## src/rtl/drbg_state_pkg.sv

```systemverilog
// Package: shared widths, command codes, status codes and the entry layout
// of the DRBG working-state store. The packed struct order fixes the bit
// positions seen on the read port (counter lowest, compliance highest).
package drbg_state_pkg;

    localparam int unsigned CTR_W   = 32;
    localparam int unsigned V_W     = 128;
    localparam int unsigned KEY_W   = 256;
    localparam int unsigned ENTRY_W = CTR_W + V_W + KEY_W + 2;
    localparam int unsigned CMD_W   = 3;

    localparam logic [CMD_W-1:0] CMD_INST   = 3'd1;
    localparam logic [CMD_W-1:0] CMD_RESEED = 3'd2;
    localparam logic [CMD_W-1:0] CMD_GEN    = 3'd3;
    localparam logic [CMD_W-1:0] CMD_UPDATE = 3'd4;
    localparam logic [CMD_W-1:0] CMD_UNINST = 3'd5;

    typedef enum logic [1:0] {
        STS_OK       = 2'd0,
        STS_NOT_LIVE = 2'd1,
        STS_BAD_CMD  = 2'd2
    } sts_e;

    typedef struct packed {
        logic             comp;
        logic             live;
        logic [KEY_W-1:0] key;
        logic [V_W-1:0]   v;
        logic [CTR_W-1:0] ctr;
    } entry_t;

endpackage

```

## src/rtl/drbg_cmd_decode.sv

```systemverilog
// Module: drbg_cmd_decode
// Combinational decision for one write-back: given the command and the
// current entry of the addressed instance, produce the next entry, a write
// enable, the response status and the exception/generate flags.
// Assumes the caller gates the result with the write-back valid.
module drbg_cmd_decode
    import drbg_state_pkg::*;
(
    input  logic [CMD_W-1:0] cmd,
    input  entry_t           cur,
    input  logic [CTR_W-1:0] new_ctr,
    input  logic [V_W-1:0]   new_v,
    input  logic [KEY_W-1:0] new_key,
    input  logic             det_seed,
    input  logic             ent_ok,
    input  logic             force_comp,
    output entry_t           nxt,
    output logic             wr,
    output sts_e             sts,
    output logic             exc,
    output logic             gen
);

    logic comp_seed;

    // Compliance of a fresh seed: force wins, a deterministic seed clears it.
    assign comp_seed = force_comp | (ent_ok & ~det_seed);

    // Command decision against the live flag of the current entry.
    always_comb begin
        nxt = cur;
        wr  = 1'b0;
        sts = STS_OK;
        exc = 1'b0;
        gen = 1'b0;
        unique case (cmd)
            CMD_INST: begin
                nxt.comp = comp_seed;
                nxt.live = 1'b1;
                nxt.key  = new_key;
                nxt.v    = new_v;
                nxt.ctr  = new_ctr;
                wr       = 1'b1;
            end
            CMD_RESEED, CMD_UPDATE, CMD_GEN: begin
                if (cur.live) begin
                    nxt.key = new_key;
                    nxt.v   = new_v;
                    nxt.ctr = new_ctr;
                    if (cmd == CMD_RESEED) begin
                        nxt.comp = comp_seed;
                    end
                    gen = (cmd == CMD_GEN);
                    wr  = 1'b1;
                end else begin
                    sts = STS_NOT_LIVE;
                    exc = 1'b1;
                end
            end
            CMD_UNINST: begin
                nxt = '0;
                wr  = 1'b1;
            end
            default: begin
                sts = STS_BAD_CMD;
            end
        endcase
    end

endmodule

```

## src/rtl/drbg_state_bank.sv

```systemverilog
// Module: drbg_state_bank
// Register file of NUM_INST entries with one write port and two
// combinational read ports (one for the decoder, one for the pipeline).
// Assumes at most one write per cycle; reads show the pre-edge contents.
module drbg_state_bank
    import drbg_state_pkg::*;
#(
    parameter int unsigned NUM_INST = 4,
    parameter int unsigned IDX_W    = 2
) (
    input  logic             clk,
    input  logic             rst_n,
    input  logic             wr_en,
    input  logic [IDX_W-1:0] wr_idx,
    input  entry_t           wr_data,
    input  logic [IDX_W-1:0] a_idx,
    input  logic [IDX_W-1:0] b_idx,
    output entry_t           a_data,
    output entry_t           b_data
);

    entry_t              mem [NUM_INST];
    logic [NUM_INST-1:0] we;

    // Per-entry write enables decoded from the write index.
    for (genvar g = 0; g < NUM_INST; g++) begin : g_we
        assign we[g] = wr_en && (wr_idx == IDX_W'(g));
    end

    // Entry storage: cleared by reset, replaced whole on its enable.
    always_ff @(posedge clk) begin
        for (int i = 0; i < NUM_INST; i++) begin
            if (!rst_n) begin
                mem[i] <= '0;
            end else if (we[i]) begin
                mem[i] <= wr_data;
            end
        end
    end

    // Read muxes; an index beyond the table reads as zero.
    always_comb begin
        a_data = '0;
        b_data = '0;
        for (int i = 0; i < NUM_INST; i++) begin
            if (a_idx == IDX_W'(i)) a_data = mem[i];
            if (b_idx == IDX_W'(i)) b_data = mem[i];
        end
    end

endmodule

```

## src/rtl/drbg_rsp_gen.sv

```systemverilog
// Module: drbg_rsp_gen
// Registers the response of an accepted write-back: one-hot acknowledge,
// status, exception pulse and output word, all valid one cycle later.
// Assumes fire is high only for an in-range index.
module drbg_rsp_gen
    import drbg_state_pkg::*;
#(
    parameter int unsigned NUM_INST = 4,
    parameter int unsigned IDX_W    = 2
) (
    input  logic                clk,
    input  logic                rst_n,
    input  logic                fire,
    input  logic [IDX_W-1:0]    idx,
    input  sts_e                sts_in,
    input  logic                exc_in,
    input  logic                gen_in,
    input  logic [V_W-1:0]      bits_in,
    input  logic                fips_in,
    output logic [NUM_INST-1:0] ack_q,
    output sts_e                sts_q,
    output logic [NUM_INST-1:0] exc_q,
    output logic [NUM_INST-1:0] gv_q,
    output logic [V_W-1:0]      bits_q,
    output logic                fips_q
);

    logic [NUM_INST-1:0] sel;

    // One-hot port select of the current write-back.
    assign sel = fire ? (NUM_INST'(1) << idx) : '0;

    // Response registers; pulses last exactly one cycle.
    always_ff @(posedge clk) begin
        if (!rst_n) begin
            ack_q  <= '0;
            sts_q  <= STS_OK;
            exc_q  <= '0;
            gv_q   <= '0;
            bits_q <= '0;
            fips_q <= 1'b0;
        end else begin
            ack_q <= sel;
            sts_q <= fire ? sts_in : STS_OK;
            exc_q <= exc_in ? sel : '0;
            gv_q  <= gen_in ? sel : '0;
            if (fire && gen_in) begin
                bits_q <= bits_in;
                fips_q <= fips_in;
            end
        end
    end

endmodule

```

## src/rtl/drbg_state_store.sv

```systemverilog
// Module: drbg_state_store (top)
// Per-port working-state store of the random bit generator instances.
// Accepts one write-back per cycle from the cipher pipeline, updates the
// addressed entry at the edge and acknowledges the port one cycle later.
// Assumes the upstream pipeline has finished all arithmetic.
module drbg_state_store
    import drbg_state_pkg::*;
#(
    parameter  int unsigned NUM_INST = 4,
    localparam int unsigned IDX_W    = (NUM_INST > 1) ? $clog2(NUM_INST) : 1
) (
    input  logic                clk,
    input  logic                rst_n,
    input  logic                wb_valid,
    input  logic [IDX_W-1:0]    wb_inst,
    input  logic [CMD_W-1:0]    wb_cmd,
    input  logic [CTR_W-1:0]    wb_ctr,
    input  logic [V_W-1:0]      wb_v,
    input  logic [KEY_W-1:0]    wb_key,
    input  logic                wb_det_seed,
    input  logic                wb_ent_ok,
    input  logic [V_W-1:0]      wb_bits,
    input  logic                force_comp,
    input  logic [IDX_W-1:0]    rd_inst,
    output logic [ENTRY_W-1:0]  rd_state,
    output logic [NUM_INST-1:0] rsp_ack,
    output logic [1:0]          rsp_sts,
    output logic [NUM_INST-1:0] rsp_exc,
    output logic [NUM_INST-1:0] gen_valid,
    output logic [V_W-1:0]      gen_bits,
    output logic                gen_fips
);

    entry_t cur_e, nxt_e, rd_e;
    logic   fire, dec_wr, dec_exc, dec_gen;
    sts_e   dec_sts, sts_q;

    // Accept only write-backs whose index names an existing entry.
    assign fire = wb_valid && (int'(wb_inst) < NUM_INST);

    drbg_state_bank #(.NUM_INST(NUM_INST), .IDX_W(IDX_W)) u_bank (
        .clk     (clk),
        .rst_n   (rst_n),
        .wr_en   (fire && dec_wr),
        .wr_idx  (wb_inst),
        .wr_data (nxt_e),
        .a_idx   (wb_inst),
        .b_idx   (rd_inst),
        .a_data  (cur_e),
        .b_data  (rd_e)
    );

    drbg_cmd_decode u_dec (
        .cmd        (wb_cmd),
        .cur        (cur_e),
        .new_ctr    (wb_ctr),
        .new_v      (wb_v),
        .new_key    (wb_key),
        .det_seed   (wb_det_seed),
        .ent_ok     (wb_ent_ok),
        .force_comp (force_comp),
        .nxt        (nxt_e),
        .wr         (dec_wr),
        .sts        (dec_sts),
        .exc        (dec_exc),
        .gen        (dec_gen)
    );

    drbg_rsp_gen #(.NUM_INST(NUM_INST), .IDX_W(IDX_W)) u_rsp (
        .clk     (clk),
        .rst_n   (rst_n),
        .fire    (fire),
        .idx     (wb_inst),
        .sts_in  (dec_sts),
        .exc_in  (dec_exc),
        .gen_in  (dec_gen),
        .bits_in (wb_bits),
        .fips_in (cur_e.comp),
        .ack_q   (rsp_ack),
        .sts_q   (sts_q),
        .exc_q   (rsp_exc),
        .gv_q    (gen_valid),
        .bits_q  (gen_bits),
        .fips_q  (gen_fips)
    );

    assign rd_state = rd_e;
    assign rsp_sts  = sts_q;

endmodule

```

## config.mk

```make
export PLATFORM = sky130hd
export DESIGN_NAME = drbg_state_store
export DESIGN_NICKNAME = d
export VERILOG_FILES = /design/src/rtl/drbg_state_pkg.sv /design/src/rtl/drbg_cmd_decode.sv /design/src/rtl/drbg_state_bank.sv /design/src/rtl/drbg_rsp_gen.sv /design/src/rtl/drbg_state_store.sv
export SDC_FILE = /design/constraint.sdc
export NUM_CORES = 2
export LEC_CHECK = 0
export BUFFER_PORTS_ARGS = -buffer_cell sky130_fd_sc_hd__buf_2
export CORE_AREA = 2 2 436 438
export CTS_BUF_LIST = sky130_fd_sc_hd__clkbuf_8
export DETAILED_ROUTE_END_ITERATION = 7
export DIE_AREA = 0 0 438 440
export MAX_ROUTING_LAYER = met4
export PLACE_DENSITY = 0.67
export SETUP_SLACK_MARGIN = 0.05
export SYNTH_ARGS = -nofsm -noshare
export SYNTH_HDL_FRONTEND = slang
export SYNTH_SLANG_ARGS = --single-unit
```

## constraint.sdc

```tcl
create_clock -name clk -period 39.3 [get_ports clk]
set_input_delay 3.93 -clock clk [delete_from_list [all_inputs] [get_ports clk]]
set_output_delay 3.93 -clock clk [all_outputs]
set_load 0.02 [all_outputs]
```

# --- Yosys cells after proc, flatten, opt, wreduce, memory -nomap -nowiden ---
# Memory sizes are Yosys's and may differ from the RTL's.
# Cells that the tools add are included.
# Widths: inputs -> output; s select.
totals:
  ff_bits: 143
  latchBits: 0
  ramBits: 1672
  romBits: 0
  n_memories: 1
op_classes:
  addsub: 0
  mul: 0
  n_div: 0
  n_lt_le_gt_ge: 0
  eq_ne: 11
  shift: 1
  muxes: 40
  n_bitwise: 7
  n_reduce_logical: 13
mem_list:
  columns: ["name", "depth", "width", "read_ports", "rd_ports_with_merged_regs", "wr", "line", "rtl"]
  rows:
  - ["u_bank.mem", 4, 418, 4, 0, 4, "drbg_state_bank.sv:22", "entry_t mem [NUM_INST];"]
op_table:
  columns: ["operator", "count"]
  rows:
  - ["$mux 418", 12]
  - ["$pmux 416 s3", 1]
  - ["$mux 416", 1]
  - ["$mux 1", 21]
  - ["$eq 2x2->1 const B", 4]
  - ["$eq 3x2->1 const B", 2]
  - ["$eq 3x3->1 const B", 2]
  - ["$logic_and 1x1->1", 6]
  - ["$reduce_and 2->1", 3]
  - ["$or 1x1->1", 5]
  - ["$eq 2x1->1 const B", 2]
  - ["$logic_not 2->1", 2]
  - ["$mux 4", 1]
  - ["$pmux 1 s2", 2]
  - ["$pmux 2 s2", 1]
  - ["$shl 1x2->4 const A", 1]
  - ["$eq 3x1->1 const B", 1]
  - ["$pmux 1 s3", 1]
  - ["$reduce_or 3->1", 1]
  - ["$reduce_or 2->1", 1]
  - ["$and 1x1->1", 1]
  - ["$not 1->1", 1]

# --- Logic depth before layout (Yosys ltp) ---
depth:
  ltp_word: 13
  depth_mapped: 8

# --- By module ---
# From an unflattened synthesis, not the netlist that was laid out.
hier_totals:
  hier_cells: 8961
  hier_area_um2: 110086.8
modules_own_cells:
  columns: ["module", "instances", "cells_per_inst", "area_per_inst_um2", "seq_area_each_um2"]
  rows:
  - ["drbg_state_bank", 1, 4564, 81425.6, 50208.2]
  - ["drbg_cmd_decode", 1, 3772, 22914.5, 0.0]
  - ["drbg_rsp_gen", 1, 624, 5740.5, 2862.7]
  - ["drbg_state_store", 1, 1, 6.3, 0.0]

# --- Worst setup path before layout ---
# OpenSTA, ideal clock, no wires.
synth_path:
  path_type: "input -> register"
  startpoint: "input wb_inst[0]"
  endpoint: "memory u_bank.mem[0][0] (netlist bit) (enable)"
  t_arrival_ns: 34.125
  required_time_ns: 37.523
  path_slack_ns: 3.397
  path_stages: 7
  path_cell_list: "buf_6 -> mux4_2 -> buf_2 -> a21oi_1 -> o21a_1 -> buf_2 -> o21ai_0"
synth_rtl:
  columns: ["item", "line", "rtl"]
  rows:
  - ["start: declaration", "drbg_state_store.sv:15", "input logic [IDX_W-1:0] wb_inst,"]
  - ["end: declaration", "drbg_state_bank.sv:22", null]

# --- Worst setup path in the final report ---
layout_path:
  startpoint: "input rd_inst[0]"
  endpoint: "output rd_state[408]"
layout_via:
  elab_chain_len: 5
layout_lines:
  columns: ["item", "line", "rtl"]
  rows:
  - ["start: declaration", "drbg_state_store.sv:24", "input logic [IDX_W-1:0] rd_inst,"]
  - ["$logic_not 2->1", "drbg_state_bank.sv:47", "if (b_idx == IDX_W'(i)) b_data = mem[i];"]
  - ["$mux 418 (3 in series)", "drbg_state_bank.sv:47", null]
  - ["$mux 418 (*)", "drbg_state_bank.sv:47", null]
  - ["end: declaration", "drbg_state_store.sv:25", "output logic [ENTRY_W-1:0] rd_state,"]
# Mark *: on every way between the ends. The rest lies on a longest branch, timed or not.

==> report_table.html <==
<table>
<tr><th>Metric</th><th>Value</th></tr>
<tr><th colspan="2">Min path</th></tr>
<tr><td>Cell depth of the worst hold path</td><td>2</td></tr>
<tr><td>Path type of the worst min-delay path</td><td>register to register</td></tr>
<tr><td>Launch point of the worst hold path</td><td>u_rsp.bits_q[64]$_SDFFE_PN0P_</td></tr>
<tr><th colspan="2">GRT</th></tr>
<tr><td>Number of global-route vias before repair</td><td>48808</td></tr>
<tr><td>Global-route wire length before repair</td><td>341 mm</td></tr>
<tr><td>Antenna violations before repair</td><td>roughly 140</td></tr>
<tr><td>Grt total ovfl</td><td>0</td></tr>
<tr><td>Total Routing Usage GR</td><td>25.0%</td></tr>
<tr><td>Pin count of the biggest net entering global routing</td><td>~260</td></tr>
<tr><th colspan="2">Drt</th></tr>
<tr><td>Routed wire per std cell</td><td>about 27 µm</td></tr>
<tr><td>Final WL</td><td>about 240 mm</td></tr>
<tr><td>Via count</td><td>~50000</td></tr>
<tr><td>Ratio of routed vias to standard cells</td><td>5.71</td></tr>
<tr><td>Number of iterations in the first detailed-routing pass</td><td>5</td></tr>
<tr><td>Number of antenna-violating nets in the routed design</td><td>0</td></tr>
<tr><td>Drt first-iter violations</td><td>4648</td></tr>
<tr><td>Residual DRC count</td><td>0</td></tr>
<tr><th colspan="2">Timing</th></tr>
<tr><td>RSZ-0062 raised after global routing</td><td>false</td></tr>
<tr><td>Minimum period implied by the final worst setup slack</td><td>11.52 ns</td></tr>
<tr><td>Worst-case headroom to the max-slew limit</td><td>16.5%</td></tr>
<tr><td>Worst path setup slack after routing</td><td>27.78 ns</td></tr>
<tr><td>Summed negative setup slack over all endpoints</td><td>0 ns</td></tr>
<tr><td>Hold violation count in the final report</td><td>0</td></tr>
<tr><td>Final-report max-slew violation count</td><td>0</td></tr>
<tr><td>Highest clock frequency the design can meet</td><td>~87 MHz</td></tr>
<tr><td>Total setup violations reported at the end of the flow</td><td>0</td></tr>
<tr><td>Share of the clock period used by the worst path after layout</td><td>29.3%</td></tr>
<tr><td>Clock Skews</td><td>0.0454 ns</td></tr>
<tr><td>Worst Tran Pin Value</td><td>1.25 ns</td></tr>
<tr><th colspan="2">Setup path</th></tr>
<tr><td>Delay of the slowest cell on the worst path</td><td>0.83 ns</td></tr>
<tr><td>Worst path top cell family by delay</td><td>buffers and inverters</td></tr>
<tr><td>Launch point of the worst reg-to-reg path</td><td>u_bank.mem[1][416]$_SDFFCE_PN0P_</td></tr>
<tr><td>Worst Path Buf+Inv</td><td>5</td></tr>
<tr><td>Category of the critical setup timing path</td><td>primary input to primary output</td></tr>
<tr><td>Crit end category</td><td>primary output</td></tr>
<tr><td>Cell with the biggest individual delay on the critical path</td><td>sky130_fd_sc_hd__buf_4</td></tr>
<tr><td>Levels on crit path</td><td>6</td></tr>
<tr><td>Critical Path Most Common Cell</td><td>sky130_fd_sc_hd__buf_4</td></tr>
<tr><td>Crit path arrival time</td><td>7.59 ns</td></tr>
<tr><td>Depth of the worst register-to-register path</td><td>7</td></tr>
<tr><td>Origin of the worst setup path</td><td>rd_inst[0]</td></tr>
<tr><td>Worst endpoint required time</td><td>35.37 ns</td></tr>
<tr><td>Crit Path Max Fanout</td><td>57</td></tr>
<tr><td>Type of element launching the critical path</td><td>primary input</td></tr>
<tr><td>Cell Chain, Critical Path</td><td>buf_8, buf_4, buf_4, buf_4, mux4_2, buf_2</td></tr>
<tr><th colspan="2">Placed design</th></tr>
<tr><td>I/O Buffers</td><td>1117</td></tr>
<tr><td>DPL Wire Length</td><td>142 mm</td></tr>
<tr><td>Final Wtd Congestion</td><td>0.930</td></tr>
<tr><td>Post-Place Worst Slack</td><td>27.61 ns</td></tr>
<tr><td>Number of cells after detailed placement</td><td>between 8000 and 9000</td></tr>
<tr><th colspan="2">Final layout</th></tr>
<tr><td>Commonest non-fill, non-tap cells in the layout</td><td>sky130_fd_sc_hd__edfxtp_1 (1672), sky130_fd_sc_hd__and3_1 (1658), sky130_fd_sc_hd__buf_2 (1114), sky130_fd_sc_hd__mux4_2 (422), sky130_fd_sc_hd__clkbuf_8 (349)</td></tr>
<tr><td>Nets</td><td>6433</td></tr>
<tr><td>Synthesis-to-finish area growth</td><td>17.4%</td></tr>
<tr><td>Non-Filler Instances</td><td>8743</td></tr>
<tr><td>Final-layout fill cell count</td><td>16174</td></tr>
<tr><td>Commonest non-fill, non-tap cell in the layout</td><td>sky130_fd_sc_hd__edfxtp_1</td></tr>
<tr><td>Share of cells above drive strength 1</td><td>between 30 and 40%</td></tr>
<tr><th colspan="2">Floorplanning</th></tr>
<tr><td>I/O Pins</td><td>between 1000 and 1500</td></tr>
<tr><td>Floorplan core area</td><td>189000 µm²</td></tr>
<tr><td>Site Rows</td><td>160</td></tr>
<tr><td>Vert. Die Dim</td><td>440 µm</td></tr>
<tr><td>Floorplan die width</td><td>438 µm</td></tr>
<tr><td>Starting Density</td><td>41.0%</td></tr>
<tr><td>Die Footprint</td><td>193000 µm²</td></tr>
<tr><th colspan="2">Power</th></tr>
<tr><td>Clk pwr share</td><td>38.6%</td></tr>
<tr><td>Share of total power in combinational logic</td><td>9.1%</td></tr>
<tr><td>Part of the power in registers</td><td>52.3%</td></tr>
<tr><td>Switching share of power</td><td>between 20% and 30%</td></tr>
<tr><td>IR drop worst, VDD</td><td>0.0000325 V</td></tr>
<tr><td>Switching power</td><td>0.00106 W</td></tr>
<tr><td>Static leakage</td><td>40.5 nW</td></tr>
<tr><td>Power density over cell area</td><td>46.8 nW/µm²</td></tr>
<tr><td>Internal power summed over all cells</td><td>approximately 0.0032 W</td></tr>
<tr><th colspan="2">CTS</th></tr>
<tr><td>Clock Latency Late Sink</td><td>1.06 ns</td></tr>
<tr><td>Post-CTS Resized</td><td>0</td></tr>
<tr><td>Deepest level of the CTS H-tree</td><td>5</td></tr>
<tr><td>Root Buffer Master</td><td>sky130_fd_sc_hd__clkbuf_8</td></tr>
<tr><td>Hold_buf cts</td><td>0</td></tr>
<tr><td>Post-CTS Setup Inserts</td><td>0</td></tr>
<tr><td>Clock sink count</td><td>between 1500 and 2000</td></tr>
<tr><td>Clock slew seen by the registers of the worst setup and hold paths</td><td>0.05 ns</td></tr>
<tr><td>CTS tree</td><td>done</td></tr>
<tr><td>Max Root-Sink Buffers</td><td>4</td></tr>
<tr><td>TritonCTS buffer count</td><td>325</td></tr>
<tr><th colspan="2">Synth</th></tr>
<tr><td>Count of distinct cell types in the synthesized netlist</td><td>28</td></tr>
<tr><td>Number of nets in the synthesized netlist</td><td>5441</td></tr>
<tr><td>Number of warnings printed during yosys synthesis</td><td>0</td></tr>
<tr><td>Synthesis-stage register bit count</td><td>between 1500 and 2000</td></tr>
<tr><td>Fraction of registers with async set/reset</td><td>0%</td></tr>
<tr><td>EDFF count, synth</td><td>around 1700</td></tr>
<tr><td>Top_reg_cell synth</td><td>sky130_fd_sc_hd__edfxtp_1</td></tr>
<tr><td>Post-synth design cell area</td><td>77400 µm²</td></tr>
<tr><td>Synthesized instance count</td><td>between 4000 and 5000</td></tr>
<tr><td>Register area share after synthesis</td><td>68.6%</td></tr>
<tr><td>Synthesized area per cell</td><td>between 15 and 20 µm²</td></tr>
<tr><th colspan="2">Outcome</th></tr>
<tr><td>Outcome</td><td>complete, no violations</td></tr>
<tr><th colspan="2">Flow run</th></tr>
<tr><td>Max-capacitance violation count</td><td>0</td></tr>
</table>
[through the flow]
stage | utilization [%] | hold WS (ns) | area, µm² | power (W)
after floorplan | - | 0.549 | 77400 | 0.00259
after global placement | 44.9 | 0.450 | 84700 | 0.00264
after detailed placement | 44.9 | 0.458 | 84700 | 0.00265
after CTS | 48.0 | 0.471 | 90500 | 0.00429
after global routing | 48.1 | 0.487 | 90800 | 0.00440
final | 48.2 | 0.467 | 90900 | 0.00425
[Yosys cell counts (2+ instances only)]
cell type | number | share of area (%)
sky130_fd_sc_hd__o21ai_0 | 134 | 0.87
sky130_fd_sc_hd__inv_2 | 4 | 0.019
sky130_fd_sc_hd__a22oi_1 | 2 | 0.019
sky130_fd_sc_hd__buf_1 | 27 | 0.13
sky130_fd_sc_hd__dfxtp_1 | 143 | 3.7
sky130_fd_sc_hd__and3_1 | 1658 | 13
sky130_fd_sc_hd__nor2_1 | 16 | 0.078
sky130_fd_sc_hd__nand4_1 | 3 | 0.024
sky130_fd_sc_hd__nand2_1 | 137 | 0.66
sky130_fd_sc_hd__mux4_2 | 422 | 12
sky130_fd_sc_hd__buf_2 | 142 | 0.92
sky130_fd_sc_hd__nor2b_1 | 5 | 0.040
sky130_fd_sc_hd__clkbuf_1 | 345 | 1.7
sky130_fd_sc_hd__nand3_1 | 134 | 0.87
sky130_fd_sc_hd__a21oi_1 | 5 | 0.032
sky130_fd_sc_hd__a211oi_1 | 10 | 0.097
sky130_fd_sc_hd__buf_6 | 7 | 0.10
sky130_fd_sc_hd__edfxtp_1 | 1672 | 65
sky130_fd_sc_hd__nor4_1 | 4 | 0.032
sky130_fd_sc_hd__inv_1 | 3 | 0.015
sky130_fd_sc_hd__mux2_2 | 4 | 0.058
[path summary, 6_finish.rpt]
check | to | slack [ns]
max | rd_state[408] | 27.78
min | u_rsp.bits_q[64]$_SDFFE_PN0P_ | 0.47
min reg2reg | u_rsp.bits_q[64]$_SDFFE_PN0P_ | 0.47
max reg2reg | u_bank.mem[1][113]$_SDFFCE_PN0P_ | 33.97
[area by class of cell]
class	instances	area (µm²)	share of cell area (%)
sequential	1815	53100	58.4
inverter	7	56.3	0.0620
multi-input combinational	2541	22100	24.4
clock inverter	192	1040	1.15
tap	2511	3140	3.46
antenna	143	358	0.394
clock buffer	348	4790	5.27
timing repair buffer	1186	6250	6.88
[state kept, by name, summed over array words and instances, names as in the netlist]
signal / flops
u_rsp.fips_q: 1
u_rsp.gv_q: 4
u_rsp.ack_q: 4
u_bank.mem: 1672
u_rsp.sts_q: 2
u_rsp.bits_q: 128
u_rsp.exc_q: 4
[power by group through the flow]
stage	Sequential, W	Combinational, W	Clock [W]
floorplan	0.00236	0.000230	0
global placement	0.00226	0.000386	0
detailed placement	0.00226	0.000390	0
CTS	0.00222	0.000391	0.00168
global route	0.00223	0.000412	0.00176
finish	0.00222	0.000389	0.00164
[worst min-delay path, delay by kind of cell (launching register included)]
kind	cells	cell delay (ns)
flops	1	0.32
simple gates	1	0.06
compound gates	1	0.06
[kinds of logic after synthesis]
family	share of synthesized area, %
muxes	12.3
AOI/OAI and AO/OA	1.09
and+or+nand+nor	15.1
buffers and inverters	2.86
DFF	68.6
[per-layer routing]
layer / GRT usage [%] / routed length (µm) / part of all wire, % / up-vias
li1: - / - / - / 21500
met1: 28.1 / 85200 / 36 / 25125
met2: 38.2 / 117000 / 49 / 2543
met3: 7.65 / 19600 / 8.2 / 723
met4: 17.8 / 16700 / 7.0 / 0
met5: - / 0 / 0 / -
(Power assumes the default switching activity.)
